`src/rtl/dps_pkg.sv`:
```
package dps_pkg;

    typedef enum logic {
        ST_IDLE,
        ST_WAIT
    } sched_state_e;

    typedef enum logic [1:0] {
        K_CLOSE,
        K_OPEN,
        K_ACCESS,
        K_REFRESH
    } cmd_kind_e;

    // Refresh period in clocks for a rate selection.
    function automatic int unsigned refresh_period(input int unsigned cyc_per_us,
                                                   input logic [1:0] sel);
        int unsigned p;
        case (sel)
            2'd0:    p = (cyc_per_us * 125) / 8;
            2'd1:    p = (cyc_per_us * 125) / 2;
            2'd2:    p = cyc_per_us * 125;
            default: p = cyc_per_us * 250;
        endcase
        return p;
    endfunction

endpackage

```
`src/rtl/dps_refresh_gen.sv`:
```
module dps_refresh_gen
    import dps_pkg::*;
#(
    parameter int unsigned CYC_PER_US = 50
) (
    input  logic       clk,
    input  logic       rst_n,
    input  logic [1:0] rate_sel,
    output logic       due_o
);
    localparam int unsigned MAX_P = CYC_PER_US * 250;
    localparam int unsigned CNT_W = $clog2(MAX_P + 1);

    logic [CNT_W-1:0] cnt_d, cnt_q;
    logic [CNT_W-1:0] period;

    always_comb begin
        period = CNT_W'(refresh_period(CYC_PER_US, rate_sel));
        due_o  = (cnt_q >= period - 1'b1);
        cnt_d  = due_o ? '0 : cnt_q + 1'b1;
    end

    always_ff @(posedge clk or negedge rst_n) begin
        if (!rst_n) cnt_q <= '0;
        else        cnt_q <= cnt_d;
    end

    a_r1_count_in_range: assert property (@(posedge clk) disable iff (!rst_n)
        cnt_q < CNT_W'(MAX_P));

endmodule

```
`src/rtl/dps_page_timer.sv`:
```
module dps_page_timer #(
    parameter int unsigned LIMIT = 500
) (
    input  logic clk,
    input  logic rst_n,
    input  logic restart_i,
    output logic expired_o
);
    localparam int unsigned CNT_W = $clog2(LIMIT + 1);

    logic [CNT_W-1:0] cnt_d, cnt_q;

    always_comb begin
        expired_o = (cnt_q == CNT_W'(LIMIT));
        if (restart_i)      cnt_d = '0;
        else if (expired_o) cnt_d = cnt_q;
        else                cnt_d = cnt_q + 1'b1;
    end

    always_ff @(posedge clk or negedge rst_n) begin
        if (!rst_n) cnt_q <= '0;
        else        cnt_q <= cnt_d;
    end

    // Once expired, the timer stays expired until restarted.
    a_r7_expiry_holds: assert property (@(posedge clk) disable iff (!rst_n)
        (expired_o && !restart_i) |=> expired_o);

    // A restart clears the expiry on the next cycle.
    a_r8_restart_clears: assert property (@(posedge clk) disable iff (!rst_n)
        restart_i |=> !expired_o);

endmodule

```
`src/rtl/dram_refresh_page_sched.sv`:
```
module dram_refresh_page_sched
    import dps_pkg::*;
#(
    parameter int unsigned CYC_PER_US = 50,
    parameter int unsigned ROW_W      = 12,
    parameter int unsigned BANK_W     = 1
) (
    input  logic              clk,
    input  logic              rst_n,
    input  logic              req_valid,
    input  logic [BANK_W-1:0] req_bank,
    input  logic [ROW_W-1:0]  req_row,
    input  logic [1:0]        rate_sel,
    input  logic              auto_close_en,
    input  logic              seq_done,
    output logic              close_stb,
    output logic              open_stb,
    output logic              acc_stb,
    output logic              refresh_stb,
    output logic [BANK_W-1:0] cmd_bank,
    output logic [ROW_W-1:0]  cmd_row,
    output logic              page_hit,
    output logic              page_miss,
    output logic              proc_wait
);
    localparam int unsigned NB     = 1 << BANK_W;
    localparam int unsigned AC_CYC = CYC_PER_US * 10;

    typedef struct packed {
        sched_state_e                st;
        cmd_kind_e                   kind;
        logic [BANK_W-1:0]           bank;
        logic                        busy;
        logic                        miss;
        logic                        pend;
        logic [NB-1:0]               vld;
        logic [NB-1:0][ROW_W-1:0]    rows;
        logic                        close_stb;
        logic                        open_stb;
        logic                        acc_stb;
        logic                        ref_stb;
        logic                        hit;
        logic                        pmiss;
    } sched_t;

    sched_t        d, q;
    logic          ref_due;
    logic          ref_now;
    logic [NB-1:0] expired;
    logic [NB-1:0] restart;

    function automatic logic [BANK_W-1:0] lowest(input logic [NB-1:0] v);
        logic [BANK_W-1:0] idx;
        idx = '0;
        for (int i = NB - 1; i >= 0; i--) begin
            if (v[i]) idx = BANK_W'(i);
        end
        return idx;
    endfunction

    dps_refresh_gen #(.CYC_PER_US(CYC_PER_US)) u_ref (
        .clk      (clk),
        .rst_n    (rst_n),
        .rate_sel (rate_sel),
        .due_o    (ref_due)
    );

    for (genvar g = 0; g < NB; g++) begin : g_bank
        dps_page_timer #(.LIMIT(AC_CYC)) u_tmr (
            .clk       (clk),
            .rst_n     (rst_n),
            .restart_i (restart[g]),
            .expired_o (expired[g])
        );
    end

    always_comb begin
        d           = q;
        d.close_stb = 1'b0;
        d.open_stb  = 1'b0;
        d.acc_stb   = 1'b0;
        d.ref_stb   = 1'b0;
        d.hit       = 1'b0;
        d.pmiss     = 1'b0;
        restart     = '0;
        ref_now     = q.pend | ref_due;
        if (ref_due) d.pend = 1'b1;

        case (q.st)
            ST_IDLE: begin
                if (q.busy && !req_valid) begin
                    d.busy = 1'b0;
                    d.miss = 1'b0;
                end
                if (ref_now && !q.busy) begin
                    d.st = ST_WAIT;
                    if (|q.vld) begin
                        d.kind      = K_CLOSE;
                        d.bank      = lowest(q.vld);
                        d.close_stb = 1'b1;
                    end else begin
                        d.kind    = K_REFRESH;
                        d.ref_stb = 1'b1;
                    end
                end else if (!q.busy && auto_close_en && |(q.vld & expired)) begin
                    d.st        = ST_WAIT;
                    d.kind      = K_CLOSE;
                    d.bank      = lowest(q.vld & expired);
                    d.close_stb = 1'b1;
                end else if (req_valid) begin
                    d.st   = ST_WAIT;
                    d.bank = req_bank;
                    if (q.vld[req_bank] && q.rows[req_bank] == req_row) begin
                        d.kind             = K_ACCESS;
                        d.acc_stb          = 1'b1;
                        d.hit              = !q.miss;
                        d.pmiss            = q.miss;
                        d.busy             = 1'b1;
                        restart[req_bank]  = 1'b1;
                    end else if (q.vld[req_bank]) begin
                        d.kind      = K_CLOSE;
                        d.close_stb = 1'b1;
                        d.busy      = 1'b1;
                        d.miss      = 1'b1;
                    end else begin
                        d.kind             = K_OPEN;
                        d.open_stb         = 1'b1;
                        d.rows[req_bank]   = req_row;
                        d.busy             = 1'b1;
                        d.miss             = 1'b1;
                        restart[req_bank]  = 1'b1;
                    end
                end
            end
            ST_WAIT: begin
                if (seq_done) begin
                    d.st = ST_IDLE;
                    case (q.kind)
                        K_CLOSE:   d.vld[q.bank] = 1'b0;
                        K_OPEN:    d.vld[q.bank] = 1'b1;
                        K_ACCESS: begin
                            d.busy = 1'b0;
                            d.miss = 1'b0;
                        end
                        default:   if (!ref_due) d.pend = 1'b0;
                    endcase
                end
            end
            default: d.st = ST_IDLE;
        endcase
    end

    always_ff @(posedge clk or negedge rst_n) begin
        if (!rst_n) begin
            q <= '0;
        end else begin
            q <= d;
        end
    end

    assign close_stb   = q.close_stb;
    assign open_stb    = q.open_stb;
    assign acc_stb     = q.acc_stb;
    assign refresh_stb = q.ref_stb;
    assign cmd_bank    = q.bank;
    assign cmd_row     = q.rows[q.bank];
    assign page_hit    = q.hit;
    assign page_miss   = q.pmiss;
    assign proc_wait   = req_valid &&
                         !(q.st == ST_WAIT && q.kind == K_ACCESS && seq_done);

    // At most one command strobe per cycle.
    a_r5_one_command: assert property (@(posedge clk) disable iff (!rst_n)
        $onehot0({close_stb, open_stb, acc_stb, refresh_stb}));

    // Refresh is only issued with no page open.
    a_r2_refresh_all_closed: assert property (@(posedge clk) disable iff (!rst_n)
        refresh_stb |-> (q.vld == '0));

    // Hit and miss flags travel only with an access, never both.
    a_r3_flags_with_access: assert property (@(posedge clk) disable iff (!rst_n)
        (page_hit || page_miss) |-> (acc_stb && !(page_hit && page_miss)));

    // An access always targets an open bank.
    a_r4_access_on_open_bank: assert property (@(posedge clk) disable iff (!rst_n)
        acc_stb |-> q.vld[cmd_bank]);

    // With a refresh owed and no access in flight, no access or open follows.
    a_r10_refresh_first: assert property (@(posedge clk) disable iff (!rst_n)
        (q.st == ST_IDLE && q.pend && !q.busy) |=> !(acc_stb || open_stb));

    // No wait state without a request.
    a_r12_wait_needs_req: assert property (@(posedge clk) disable iff (!rst_n)
        !req_valid |-> !proc_wait);

endmodule

```
`config.mk`:
```
export PLATFORM = sky130hd
export DESIGN_NAME = dram_refresh_page_sched
export DESIGN_NICKNAME = d
export VERILOG_FILES = /design/src/rtl/dps_pkg.sv /design/src/rtl/dps_refresh_gen.sv /design/src/rtl/dps_page_timer.sv /design/src/rtl/dram_refresh_page_sched.sv
export SDC_FILE = /design/constraint.sdc
export NUM_CORES = 1
export LEC_CHECK = 0
export ABC_CLOCK_PERIOD_IN_PS = 3500
export CORE_MARGIN = 2
export CORE_UTILIZATION = 40
export CTS_CLUSTER_DIAMETER = 100
export DETAILED_ROUTE_END_ITERATION = 10
export GPL_ROUTABILITY_DRIVEN = 0
export PLACE_DENSITY = 0.65
export SETUP_SLACK_MARGIN = 0.2
export SYNTH_ARGS = -nofsm -noshare
export SYNTH_HDL_FRONTEND = slang
export SYNTH_SLANG_ARGS = --single-unit
```
`constraint.sdc`:
```
create_clock -name clk -period 3.5 [get_ports clk]
set_input_delay 0.525 -clock clk [delete_from_list [all_inputs] [get_ports clk]]
set_output_delay 0.525 -clock clk [all_outputs]
set_load 0.03 [all_outputs]
```
==> results.toml, run 1 <==
[global_route]
grt_pass1_vias = 3081
grt_pass1_wl_um = 14930
grt-ovfl-total = 0
grt_max_degree = 37
grt_usage_pct = 16.66
antenna_found_initial = 0

[logic_synthesis]
ys.flop_type = "dfrtp_1"
ys_seq_area_share_pct = 42.59
syn_inst = 382
async_flop_share_pct = 100.0
synth_warnings = 0
synth_edf_count = 0
synthDistinctLibCells = 53
syn_nets = 427
avgSynthCellArea_um2 = 10.92
netlist_area_mm2 = 0.004172
ys_seq_elements = 71

[cells_and_area]
diodes = 0
layout_commonest_cell = "dfrtp_1"
fin_cells = 590
n_fill_cell = 901
design_area_mm2 = 0.005137
final_cell_mix = "71 x dfrtp_1, 47 x nor2_1, 36 x clkdlybuf4s50_1"
area_growth_pct = 23.16
nNetsFinal = 494
drive_gt1_share_pct = 22.91

[route]
drcViolationCount = 0
viasPerCell = 5.147
num_vias = 3037
drtPass1Iterations = 5
wl_per_cell_um = 14.83
drt_iter0_drc = 161
routed_wirelength_um = 8750
postRouteAntennaNets = 0

[worst_setup_path]
crit_path_max_fanout = 6
crit_arrival_ns = 3.18
r2r_slack_ns = 0.95
critPathRequiredTime_ns = 3.73
start_kind = "input port"
ff2ff_path_depth = 9
crit_type = "input port to register"
crit_path_end_kind = "register"

[clock_tree]
clk_latency_ns = 0.34
htree_levels = 3
cts.sinks = 71
cts_buffers = 9
cts_root_buffer = "clkbuf_8"
cts_tree = "yes"
clock_path_buffers = 2
clk_pin_slew_ns = 0.08

[placement]
placed_area_mm2 = 0.004856
hpwl_um = 6394
placed_cells = 571
portBuffers = 39

[floorplan]
die_h_um = 106.1
start_util_pct = 40.77
die_w_um = 106.1
core_mm2 = 0.01023
rows = 37
die_area_mm2 = 0.01126
ios = 40

[job]
drv_cap = 0

[sta]
hold_viol = 0
worstMarginPinSlew_ns = 0.7980
worst_clock_skew_ns = 0.01479
timing.fmax_mhz = 338.9
finalMaxSlewViolations = 0
fin_crit_sh_pct = 84.30
hold_ws_ns = 0.2616
period_needed_ns = 2.950
slew_headroom_pct = 46.80
rsz0062_at_grt = "no"
setup_viol = 0

[power]
p_leak_nw = 2.327
finalPower_mw = 4.115
power.density_mw_per_mm2 = 801.0
irDropWorstVdd_mv = 0.5281

[outcome]
outcome = "finished, final reports clean"

[min_path]
hp-class = "input port to asynchronous set/reset pin"
## cell usage after synthesis, drive strengths merged, types with 5 or more instances
cell type,n,area (µm²)
a21oi,9,45.04
buf,6,55.05
clkbuf,5,28.77
dfrtp,71,1777
ha,25,312.8
inv,21,78.83
mux2,39,514.3
mux2i,15,150.1
nand2,21,78.83
nand3,13,65.06
nand4,11,98.84
nor2,49,186.4
nor3,7,35.03
o21ai,6,30.03
xnor2,27,236.5
xor2,10,87.58
## kinds of logic (layout without fill, tap and decap cells)
kind of cell / count (synthesis) / in the layout / share of synthesized area (%)
simple gates: 124 / 124 / 15.18
fa+ha+maj: 25 / 25 / 7.499
compound gates: 39 / 39 / 7.139
xor+xnor: 37 / 37 / 7.768
buf+inv: 32 / 104 / 3.899
mux: 54 / 54 / 15.93
flops: 71 / 71 / 42.59
## area by class of cell
type,instances,area [µm²],area share (%)
multi-input cells,279,2266,44.11
flip-flops and latches,71,1777,34.58
repair buffers,67,646.9,12.59
well taps,136,170.2,3.312
clock buffers,12,145.1,2.825
inverters,21,78.83,1.534
clock inverters,4,53.80,1.047
## power breakdown
| group | internal [mW] | total, mW | switching (mW) |
|---|---|---|---|
| combinational | 1.02 | 1.94 | 0.923 |
| clock | 0.352 | 0.668 | 0.316 |
| sequential | 1.15 | 1.50 | 0.357 |
## worst max-delay path, cell delays in order
cell            delay (ns)
dlymetal6s2s_1        0.14
buf_4                 0.14
ha_1                  0.21
nor2_2                0.14
a21boi_1              0.09
o22ai_1               0.18
ha_1                  0.29
and4_1                0.19
o21ai_0               0.09
a21oi_2               0.11
o31ai_4               0.31
buf_6                 0.16
nand4_4               0.11
clkbuf_16             0.20
mux2_4                0.29
## final timing paths
path                                 start           to
min in group clk                     q[33]     page_hit
max reg2reg                u_ref.cnt_q[12]         q[8]
min                                  rst_n  refresh_stb
max                            rate_sel[0]         q[8]
max in group asynchronous            rst_n        q[29]
min reg2reg                          q[33]     page_hit
## flip-flops by register name, summed over array words and instances, names as in the netlist, named ones only
signal              flops
page_miss               1
u_ref.cnt_q            14
acc_stb                 1
refresh_stb             1
cmd_bank                1
close_stb               1
open_stb                1
g_bank.u_tmr.cnt_q     18
q                      30
page_hit                1
## repair_timing
| item | CTS | global route |
|---|---|---|
| hold endpoints to repair | 0 | 0 |
| hold buffers | 0 | 0 |
| setup buffers | 0 | 2 |
| cloned | 0 | 1 |
| gates resized for setup | 1 | 15 |
| pin swaps | 0 | 8 |
| setup endpoints to repair | 2 | 51 |
## metrics by stage
| stage | util, % | setup TNS [ns] | setup WS [ns] |
|---|---|---|---|
| final | 50.21 | 0 | 0.5497 |
| after detailed placement | 47.46 | -6.268 | -0.1675 |
| after floorplan | - | 0 | 0.4601 |
| after global placement | 47.46 | -1.641 | -0.09307 |
| after global routing | 50.21 | 0 | 0.4627 |
| after CTS | 49.47 | 0 | 0.1846 |
## layer usage
layer | vias up | track usage (%) | part of all wire [%] | wire length [µm]
li1 | 1480 | - | - | -
met1 | 1480 | 22.15 | 48 | 4237
met2 | 66 | 27.15 | 47 | 4076
met3 | 11 | 3.740 | 3.8 | 332
met4 | 0 | 5.075 | 1.2 | 105
met5 | - | 0 | 0 | 0
Note: power is estimated with default switching activity, not from simulation.
==> run 2: changes to the inputs <==
- ABC_CLOCK_PERIOD_IN_PS: 3500 -> 2710
- PLACE_DENSITY: 0.65 -> 0.67
- clock period: 3.5 -> 2.71 ns (I/O delays scaled with it)
==> run 2 against run 1 <==
The flow now finishes with violations (negative setup slack); combinational power rose by 57%; highest routed layer unchanged; power rose by 40%; cell area is 11% higher; register-to-register slack lost 0.92 ns; non-clock buffer count increased by 20.
==> results.toml, run 2 (synthesis gave the netlist of run 1 again) <==
[outcome]
outcome = "complete, but fails checks"
violations = "negative setup slack"

[clock_tree]
htree_levels = 3
cts.sinks = 71
cts_root_buffer = "clkbuf_8"
clock_path_buffers = 2
clk_pin_slew_ns = 0.08
postCtsHoldBufs = 0
cts_buffers = 9
clk_latency_ns = 0.36
cts_tree = "yes"

[cells_and_area]
design_area_mm2 = 0.005697
diodes = 0
area_growth_pct = 36.56
largest_register = "q"
final_cell_mix = "70 x dfrtp_1, 36 x clkdlybuf4s50_1, 29 x nor2_1"
nNetsFinal = 514
top_regs = "q x30, g_bank.u_tmr.cnt_q x18, u_ref.cnt_q x14"
largest_reg_flops = 30
drive_gt1_share_pct = 35.02
fin_cells = 610
layout_commonest_cell = "dfrtp_1"

[worst_setup_path]
path_common_cell = "buf_6"
worstPathCellList = "buf_6 -> buf_8 -> inv_6 -> ha_4 -> inv_1 -> ha_1 -> a21oi_2 -> o21bai_2 -> or3_4 -> o31ai_4 -> buf_12 -> buf_6 -> nand4_4 -> clkbuf_16 -> mux2_4"
crit_arrival_ns = 3.02
crit_path_max_fanout = 6
cpLargestDelayFamily = "buffers and inverters"
critPathSlowestCell = "or3_4"
crit_type = "input port to register"
critPathRequiredTime_ns = 2.95
crit_buf_inv = 7
max_stage_delay_ns = 0.36
start_kind = "input port"
crit_path_end_kind = "register"

[route]
viasPerCell = 5.139
wl_per_cell_um = 15.94
wl_met2_um = 4594
drcViolationCount = 0
routed_wirelength_um = 9723
routed.top_layer = "met4"
wl_met3_um = 444
postRouteAntennaNets = 0
drt-met1-wl_um = 4510
num_vias = 3135
drt_iter0_drc = 215
drtPass1Iterations = 4

[global_route]
grt_pass1_wl_um = 15460
grt_usage_pct = 17.39
antenna_found_initial = 0
grt_max_degree = 72
grt_pass1_vias = 3188
grt-ovfl-total = 0

[sta]
period_needed_ns = 2.779
timing.fmax_mhz = 359.8
fin_ws_ns = -0.06930
finalMaxSlewViolations = 0
fin_crit_sh_pct = 102.6
slew_headroom_pct = 71.18
rsz0062_at_grt = "yes"
worstMarginPinSlew_ns = 0.4323
worst_clock_skew_ns = 0.01089
hold_viol = 0
setup_viol = 30

[placement]
placed_area_mm2 = 0.005060
placed_cells = 580
portBuffers = 39
hpwl_um = 6476

[floorplan]
core_mm2 = 0.01023
start_util_pct = 40.77
die_area_mm2 = 0.01126
die_h_um = 106.1
die_w_um = 106.1
rows = 37
ios = 40

[power]
irDropWorstVdd_mv = 0.7411
power.density_mw_per_mm2 = 1014
p_leak_nw = 2.470

[min_path]
hp-class = "input port to asynchronous set/reset pin"

[job]
drv_cap = 0
## run 2: changes by cell type in the layout (fill, tap and decap cells not counted), moves of 3 or more
cell	delta
nor2_1	-18
buf_6	+15
nor2_4	+14
ha_1	-6
ha_4	+6
buf_12	+4
nor2_2	+4
nor3_1	-3
o21ai_0	-3
## run 2: layout make-up
| cell class | instances | area, µm² |
|---|---|---|
| fill | 852 | 4534 |
| multi-input combinational | 279 | 2565 |
| sequential | 71 | 1778 |
| timing repair buffer | 87 | 918.4 |
| tap | 136 | 170.2 |
| clock buffer | 9 | 123.9 |
| inverter | 21 | 91.34 |
| clock inverter | 7 | 50.05 |
## run 2: metal layers
layer,GRT usage (%),vias up
li1,-,1517
met1,23.23,1540
met2,27.01,60
met3,4.476,18
met4,6.861,0
met5,0,-
## run 2: power by group
| group | total [mW] | leakage, nW | switching (mW) | internal (mW) |
|---|---|---|---|---|
| combinational | 3.05 | 1.49 | 1.41 | 1.64 |
| sequential | 1.97 | 0.896 | 0.490 | 1.48 |
| clock | 0.754 | 0.0812 | 0.423 | 0.331 |
| total | 5.78 | 2.47 | 2.32 | 3.45 |
## run 2: final timing paths
| path | from | to | slack, ns | cells past startpoint |
|---|---|---|---|---|
| max | rate_sel[1] | q[25] | -0.07 | 15 |
| min | rst_n | q[26] | 0.06 | 2 |
| max reg2reg | u_ref.cnt_q[9] | q[25] | 0.03 | 10 |
| min reg2reg | u_ref.cnt_q[0] | u_ref.cnt_q[0] | 0.50 | 1 |
| max in group asynchronous | rst_n | u_ref.cnt_q[1] | 2.34 | 2 |
| min in group clk | u_ref.cnt_q[0] | u_ref.cnt_q[0] | 0.50 | 1 |
## run 2: through the flow
stage | TNS, ns | worst slack (ns) | util (%) | hold WS [ns] | power, mW
5_1_grt | -4.455 | -0.1515 | 55.68 | 0.09304 | 6.121
2_1_floorplan | -1.105 | -0.05525 | - | 0.1109 | 3.614
3_5_place_dp | -39.74 | -0.7482 | 49.46 | 0.4706 | 4.492
3_3_place_gp | -37.38 | -0.6804 | 49.46 | 0.4671 | 4.427
4_1_cts | -0.5332 | -0.04260 | 53.21 | 0.07625 | 5.472
6_report | -1.246 | -0.06930 | 55.68 | 0.05711 | 5.776
## run 2: repair_timing
action | 4_1_cts | 5_1_grt
cloned | 3 | 1
endpoints found under the hold margin | 0 | 0
setup endpoints to repair | 81 | 67
pin swaps | 14 | 25
buffers inserted | 6 | 4
resized for setup | 36 | 60
